[config.mk]
export PLATFORM = sky130hd
export DESIGN_NAME = addr_wrap_unit
export DESIGN_NICKNAME = d
export VERILOG_FILES = /design/src/rtl/addr_wrap_pkg.sv /design/src/rtl/addr_step_lane.sv /design/src/rtl/wrap_cfg_bank.sv /design/src/rtl/addr_wrap_unit.sv
export SDC_FILE = /design/constraint.sdc
export NUM_CORES = 1
export LEC_CHECK = 0
export BUFFER_PORTS_ARGS = -buffer_cell sky130_fd_sc_hd__buf_2
export CAP_MARGIN = 5
export CORE_ASPECT_RATIO = 0.7
export CORE_MARGIN = 2
export CORE_UTILIZATION = 60
export CTS_BUF_LIST = sky130_fd_sc_hd__clkbuf_16
export DETAILED_ROUTE_END_ITERATION = 6
export GPL_TIMING_DRIVEN = 1
export PLACE_DENSITY = 0.79
export SYNTH_ARGS = -nofsm -noshare
export SYNTH_HDL_FRONTEND = slang
export SYNTH_HIERARCHICAL = 1
export SYNTH_SLANG_ARGS = --single-unit
[constraint.sdc]
create_clock -name clk -period 12.3 [get_ports clk]
set_clock_uncertainty 0.05 [all_clocks]
set_input_delay 0.615 -clock clk [delete_from_list [all_inputs] [get_ports clk]]
set_output_delay 0.615 -clock clk [all_outputs]
set_load 0.02 [all_outputs]
[src/rtl/addr_wrap_pkg.sv]
package addr_wrap_pkg;

    localparam int unsigned AW = 16;

    typedef logic [AW-1:0] word_t;

    typedef enum logic [1:0] {
        STEP_HOLD  = 2'b00,
        STEP_DEC   = 2'b01,
        STEP_INC   = 2'b10,
        STEP_ADDIX = 2'b11
    } step_op_e;

    typedef enum logic [1:0] {
        BANK_ADDR  = 2'b00,
        BANK_WRAP  = 2'b01,
        BANK_INDEX = 2'b10,
        BANK_NONE  = 2'b11
    } bank_e;

    // Fill every bit below the highest set bit.
    function automatic word_t smear_down(word_t v);
        word_t m;
        m = v;
        for (int s = 1; s < int'(AW); s = s * 2)
            m = m | (m >> s);
        return m;
    endfunction

    function automatic word_t wrap_down(word_t a, word_t w);
        if ((a & w) == '0)
            return a | w;
        return a - word_t'(1);
    endfunction

    function automatic word_t wrap_up(word_t a, word_t w);
        word_t m;
        m = smear_down(w);
        if ((a & m) == m)
            return a ^ w;
        return a + word_t'(1);
    endfunction

endpackage

[src/rtl/addr_step_lane.sv]
module addr_step_lane
    import addr_wrap_pkg::*;
(
    input  step_op_e op,
    input  word_t    cur,
    input  word_t    win,
    input  word_t    stride,
    output word_t    nxt
);
    always_comb begin
        unique case (op)
            STEP_DEC:   nxt = wrap_down(cur, win);
            STEP_INC:   nxt = wrap_up(cur, win);
            STEP_ADDIX: nxt = cur + stride;
            default:    nxt = cur;
        endcase
    end
endmodule

[src/rtl/wrap_cfg_bank.sv]
module wrap_cfg_bank
    import addr_wrap_pkg::*;
#(
    parameter int NREG = 4,
    localparam int SELW = $clog2(NREG)
)(
    input  logic                 clk,
    input  logic                 rst,
    input  logic                 wr_en,
    input  logic [1:0]           wr_bank,
    input  logic [SELW-1:0]      wr_sel,
    input  word_t                wr_data,
    output word_t [NREG-1:0]     win_o,
    output word_t [NREG-1:0]     stride_o
);
    word_t [NREG-1:0] win_q;
    word_t [NREG-1:0] stride_q;

    for (genvar k = 0; k < NREG; k++) begin : g_cfg
        localparam logic [SELW-1:0] KSEL = SELW'(k);
        wire hit = wr_en && (wr_sel == KSEL);

        always_ff @(posedge clk) begin
            if (rst) begin
                win_q[k]    <= '1;
                stride_q[k] <= '0;
            end else begin
                if (hit && wr_bank == BANK_WRAP)  win_q[k]    <= wr_data;
                if (hit && wr_bank == BANK_INDEX) stride_q[k] <= wr_data;
            end
        end
    end

    assign win_o    = win_q;
    assign stride_o = stride_q;

    // windows come out of reset all-ones, strides zero
    assert_cfg_reset_R1: assert property (@(posedge clk)
        rst |=> (win_q == {NREG{word_t'('1)}}) && (stride_q == '0));

    // bank 11 changes no configuration register
    assert_bank_none_R9: assert property (@(posedge clk) disable iff (rst)
        (wr_en && wr_bank == BANK_NONE) |=> $stable(win_q) && $stable(stride_q));
endmodule

[src/rtl/addr_wrap_unit.sv]
module addr_wrap_unit
    import addr_wrap_pkg::*;
#(
    parameter int NREG     = 4,
    parameter int DUAL_REG = 3,
    localparam int SELW = $clog2(NREG)
)(
    input  logic                 clk,
    input  logic                 rst,
    input  logic                 step_en,
    input  logic [1:0]           step_op,
    input  logic [SELW-1:0]      step_sel,
    input  logic                 dual_en,
    input  logic                 dual_add,
    input  logic                 wr_en,
    input  logic [1:0]           wr_bank,
    input  logic [SELW-1:0]      wr_sel,
    input  logic [AW-1:0]        wr_data,
    output logic [NREG*AW-1:0]   addr_o
);
    localparam logic [SELW-1:0] DSEL = SELW'(DUAL_REG);

    word_t [NREG-1:0] addr_q;
    word_t [NREG-1:0] win_v;
    word_t [NREG-1:0] stride_v;

    step_op_e op_a, op_b;
    word_t    nxt_a, nxt_b;

    wrap_cfg_bank #(.NREG(NREG)) u_cfg (
        .clk      (clk),
        .rst      (rst),
        .wr_en    (wr_en),
        .wr_bank  (wr_bank),
        .wr_sel   (wr_sel),
        .wr_data  (wr_data),
        .win_o    (win_v),
        .stride_o (stride_v)
    );

    assign op_a = step_en ? step_op_e'(step_op) : STEP_HOLD;
    assign op_b = !dual_en ? STEP_HOLD : (dual_add ? STEP_ADDIX : STEP_INC);

    addr_step_lane u_lane_main (
        .op     (op_a),
        .cur    (addr_q[step_sel]),
        .win    (win_v[step_sel]),
        .stride (stride_v[step_sel]),
        .nxt    (nxt_a)
    );

    addr_step_lane u_lane_dual (
        .op     (op_b),
        .cur    (addr_q[DUAL_REG]),
        .win    (win_v[DUAL_REG]),
        .stride (stride_v[DUAL_REG]),
        .nxt    (nxt_b)
    );

    for (genvar k = 0; k < NREG; k++) begin : g_ptr
        localparam logic [SELW-1:0] KSEL = SELW'(k);
        wire wr_hit   = wr_en && wr_bank == BANK_ADDR && wr_sel == KSEL;
        wire main_hit = step_en && step_sel == KSEL;
        wire dual_hit;

        if (k == DUAL_REG) begin : g_dual
            assign dual_hit = dual_en;
        end else begin : g_nodual
            assign dual_hit = 1'b0;
        end

        // Priority: write port, then second lane, then main lane.
        always_ff @(posedge clk) begin
            if (rst)           addr_q[k] <= '0;
            else if (wr_hit)   addr_q[k] <= wr_data;
            else if (dual_hit) addr_q[k] <= nxt_b;
            else if (main_hit) addr_q[k] <= nxt_a;
        end

        assign addr_o[k*AW +: AW] = addr_q[k];
    end

    // Main lane acts alone on its target this cycle.
    wire main_solo = step_en
                  && !(wr_en && wr_bank == BANK_ADDR && wr_sel == step_sel)
                  && !(dual_en && step_sel == DSEL);
    wire dual_solo = dual_en && !(wr_en && wr_bank == BANK_ADDR && wr_sel == DSEL);

    assert_reset_clear_R1: assert property (@(posedge clk)
        rst |=> (addr_q == '0));

    assert_dec_nowrap_R2: assert property (@(posedge clk) disable iff (rst)
        (main_solo && step_op == STEP_DEC && (addr_q[step_sel] & win_v[step_sel]) != '0)
        |=> addr_q[$past(step_sel)] == $past(addr_q[step_sel]) - word_t'(1));

    assert_ix_add_R4: assert property (@(posedge clk) disable iff (rst)
        (main_solo && step_op == STEP_ADDIX)
        |=> addr_q[$past(step_sel)] == $past(addr_q[step_sel]) + $past(stride_v[step_sel]));

    assert_idle_hold_R5: assert property (@(posedge clk) disable iff (rst)
        (!(step_en && step_op != STEP_HOLD) && !dual_en && !wr_en) |=> $stable(addr_q));

    assert_dual_add_R7: assert property (@(posedge clk) disable iff (rst)
        (dual_solo && dual_add)
        |=> addr_q[DUAL_REG] == $past(addr_q[DUAL_REG]) + $past(stride_v[DUAL_REG]));

    assert_dual_wins_R8: assert property (@(posedge clk) disable iff (rst)
        (dual_solo && step_en && step_sel == DSEL) |=> addr_q[DUAL_REG] == $past(nxt_b));

    assert_write_wins_R9: assert property (@(posedge clk) disable iff (rst)
        (wr_en && wr_bank == BANK_ADDR) |=> addr_q[$past(wr_sel)] == $past(wr_data));

    assert_zero_window_R10: assert property (@(posedge clk) disable iff (rst)
        (main_solo && (step_op == STEP_DEC || step_op == STEP_INC) && win_v[step_sel] == '0)
        |=> addr_q[$past(step_sel)] == $past(addr_q[step_sel]));
endmodule

==> run summary <==
The flow ran to the end, but the final reports show violations. The final reports fail on DRC. The post-CTS setup repair buffer count is 0.

From synthesis to final layout, the design area changed by 7.07%. The most critical setup path has its startpoint at step_sel[0]. The sort of element at the start of the critical path is an input pin. In the post-synthesis netlist, the cell with the most instances is dfxtp_1.

For this run, the detailed router's first-pass iteration total came to 7. The shortest period the worst path allows came out at 5.17 ns. The number of gates resized after CTS was 0. The pin count of the biggest net entering global routing is 143.

In this run the worst path has a maximum fanout of 29. The number of DRC markers after the initial detailed-route iteration came out at 2,652. The all-layer global routing usage is 41.4%.

The TritonCTS buffer count is 17. The setup TNS after final layout is 0 ns. The net count after synthesis came out at 1,871.

The number of primary I/O pins came out at 94. Ranked by instance count, the synthesized netlist is headed by dfxtp_1, nor2_1, nand2_1. The cell chosen for the clock root is clkbuf_16. The mux contribution to synthesized area came out at 16.7%. The setup violation total in the final timing report came out at 0. The switching part of the total is 34.7%. In the synthesized netlist the dominant register cell turns out to be dfxtp_1. The power share of the clock group came out at 35.7%. Row generation in the floorplan step produced 47 rows. The cell type contributing the most total cell area after synthesis is dfxtp_1. The critical path data arrival time is 5.46 ns. The initial utilization of the core area, before any placement, comes to 61.7%.

After synthesis, the mean cell area works out to 8.47 sq um. After floorplanning, the core was sized to cover 23,900 sq um. In the final design database the tool counted 1,876 nets. The layout cell share with drive strength beyond 1 is 13.1%.

The final design instance area without fill is 15,800 sq um. After Yosys synthesis, XOR and XNOR cells account for 2.85% of the synthesized area. The sequential-to-total area share from yosys stat is 26.1%.

Once detailed placement completed, the half-perimeter wirelength came to 39,400 um. The count of synthesis-stage warnings from yosys came out at 6. The x dimension of the die is 191 um. No sink is reached through more buffers than the 2 on the longest clock path. Synthesis inferred 192 register bits. The repair_antennas step left the layout with diodes totalling 0. The critical path class is input pin to register.

Using the TritonRoute via totals, the vias-per-cell ratio works out to 7.17. The tightest min-delay check is of the register to register type. The die covers 25,800 sq um. The number of cells on the worst reg-to-reg path is 11. Setup repair after global routing left no endpoint under its margin. Following the worst setup path forward leads to its endpoint at addr_o[42]. The slew at the pin closest to its max-slew limit came out at 1.20 ns. The switching power of the nets is 0.590 mW.

The number of filler cells placed in the layout is 2,018. The endpoint identified for the worst register-to-register timing path is addr_o[55]. The cell count after synthesis came out at 1,739. The hold violation count in the final report came out at 0. Sorting the synthesized cells by area gives the leading types as dfxtp_1, mux2i_1, ha_1.

The reported max-cap violation count came out at 0. Registers take 3840 sq um. In the final layout, the multi-input gates occupy 9980 sq um. The number of cells on the worst hold path came out at 2. The power density over cell area is 108 nW/um^2. The complex-gate fraction of the synthesized area came out at 17.1%. The number of buffer cells added on primary ports is 93. The cell internal power dissipation came out at 1.11 mW. The average wire per standard cell came out at 26.1 um. The portion of total power attributed to sequential cells came out at 39.8%. Routability-driven placement finished with a final weighted congestion of 0.982.

The number of unique standard cell types used by synthesis came out at 90. The worst pin sits at a relative slew slack of 19.9%. The adder-cell share of the synthesized area is 8.76%. The clock latency on the worst-skew pair came out at 0.46 ns. The first-pass GRT wire length came out at 80,800 um.

The clock drives 192 sinks. Clock-pin slew was measured on the worst setup and hold paths at 0.07 ns. The peak supply drop is 118 uV. For this block, the routed nets add up to 54,200 um of wire. In this run the critical register-to-register path is launched from addr_o[61]. The area after detailed placement came out at 15,200 sq um. The total DRC errors in the routed layout is 11. The mapped cell area came out at 14,700 sq um. The routed layout has 14.9k vias. The worst path required time came out at 12.59 ns. The residual overflow from global routing came out at 0. After synthesis, the largest family of logic cells by area is simple AND/OR/NAND/NOR gates. The endpoint class of the critical path is a register. The initial antenna violation count came out at 2. The number of hold buffers added after CTS was 0. The achievable clock frequency is 193 MHz. The vertical die dimension is 135 um.

Across all register-to-register paths, the minimum setup slack is 7.56 ns. The proportion of register bits with asynchronous set or reset after synthesis is 0%. The synthesized design contains 0 enable-type register cells. The final-report max-slew violation count is 0. The portion of the clock cycle consumed by the worst path in the final layout is 42.0%.

The remaining antenna violation count is 0. TritonCTS built the clock tree. The static power due to leakage came out at 6.47 nW. Summed over its instances, the top area cell type makes up 26.1% of the synthesized netlist area. The post-synthesis share of cell area spent on and, or, nand and nor gates is 22.2%. The combinational power share came out at 24.6%. The clock tree synthesis step divided the H-tree into 4 levels. The via count of the first global-routing pass is 13.3k.
[critical path: stages]
cell and delay (ns):
buf_4 0.40, buf_4 0.59, mux4_2 0.65, ha_1 0.21, nor4_1 0.54, and4_1 0.83, nor2_1 0.17, a32o_1 0.31
a221oi_1 0.24, a21oi_1 0.06, o21ai_0 0.32, nand2_1 0.12, a311oi_1 0.37
[flip-flops by register name, indices dropped and copies added, names as in the netlist]
register        flops
addr_o             64
u_cfg/stride_o     64
u_cfg/win_o        64
[metal layers]
metal  routed length [um]  vias to the layer above  GRT usage (%)  share of wire (%)
met5                    0                        -              0                  0
met4                 2020                        0           15.9                3.7
met3                 8740                      168           14.6                 16
met2                21600                     1229           57.0                 40
met1                21900                     7108           58.9                 40
li1                     -                     6364              -                  -
[cell type report]
class	count	area share, %
multi-input cells	1341	63.2
repair buffers	116	4.10
clock inverters	15	1.27
clock buffers	17	2.70
inverters	76	1.81
well taps	318	2.52
flip-flops and latches	192	24.4
[power groups by stage]
| stage | combinational [mW] | sequential (mW) | clock, mW |
|---|---|---|---|
| 6_report | 0.418 | 0.676 | 0.606 |
| 5_1_grt | 0.441 | 0.676 | 0.627 |
| 4_1_cts | 0.398 | 0.673 | 0.605 |
| 3_5_place_dp | 0.395 | 0.688 | 0 |
| 3_3_place_gp | 0.391 | 0.687 | 0 |
| 2_1_floorplan | 0.268 | 0.686 | 0 |
[cells in the final DEF (no fill, tap or decap), types with 7 or more instances in the layout]
cell	n
dfxtp_1	192
nor2_1	156
nand2_1	153
mux2i_1	131
o21ai_0	123
ha_1	100
buf_2	91
nor3_1	77
inv_1	74
nand2b_1	71
a311oi_1	52
mux4_2	50
a21oi_1	49
nor2b_1	37
xnor2_1	37
nand3_1	27
buf_4	24
nor4_1	20
a31oi_1	19
a32o_1	18
clkbuf_16	17
a221oi_1	17
o211ai_1	15
and3_1	14
nand4_1	14
a211oi_1	13
a21o_1	12
xor2_1	11
or3_1	8
and4_1	7
[through the flow]
step,power (mW),cells,util (%),hold WS [ns],worst slack [ns]
after floorplan,0.954,1739,-,0.396,7.54
after global placement,1.08,2043,63.5,0.407,6.84
after detailed placement,1.08,2043,63.5,0.412,6.81
after CTS,1.68,2075,66.1,0.427,7.29
after global routing,1.74,2075,66.1,0.448,7.02
final,1.70,2075,66.1,0.431,7.13
[worst min path at each step]
stage,end,slack [ns],startpoint
after CTS,u_cfg/stride_o[3],0.43,u_cfg/stride_o[3]
after detailed placement,u_cfg/stride_o[0],0.41,u_cfg/stride_o[0]
after global routing,u_cfg/stride_o[34],0.45,u_cfg/stride_o[34]
after global placement,u_cfg/stride_o[6],0.41,u_cfg/stride_o[6]
after floorplan,u_cfg/stride_o[0],0.40,u_cfg/stride_o[0]
final,u_cfg/stride_o[3],0.43,u_cfg/stride_o[3]
[kinds of logic after synthesis]
family,after synthesis
AOI/OAI and AO/OA,373
xor gates and xnor gates,48
adders and majority gates,102
buffers and inverters,206
DFF,192
muxes,183
and+or+nand+nor,635
No activity file was read; power rests on OpenSTA's default activity.
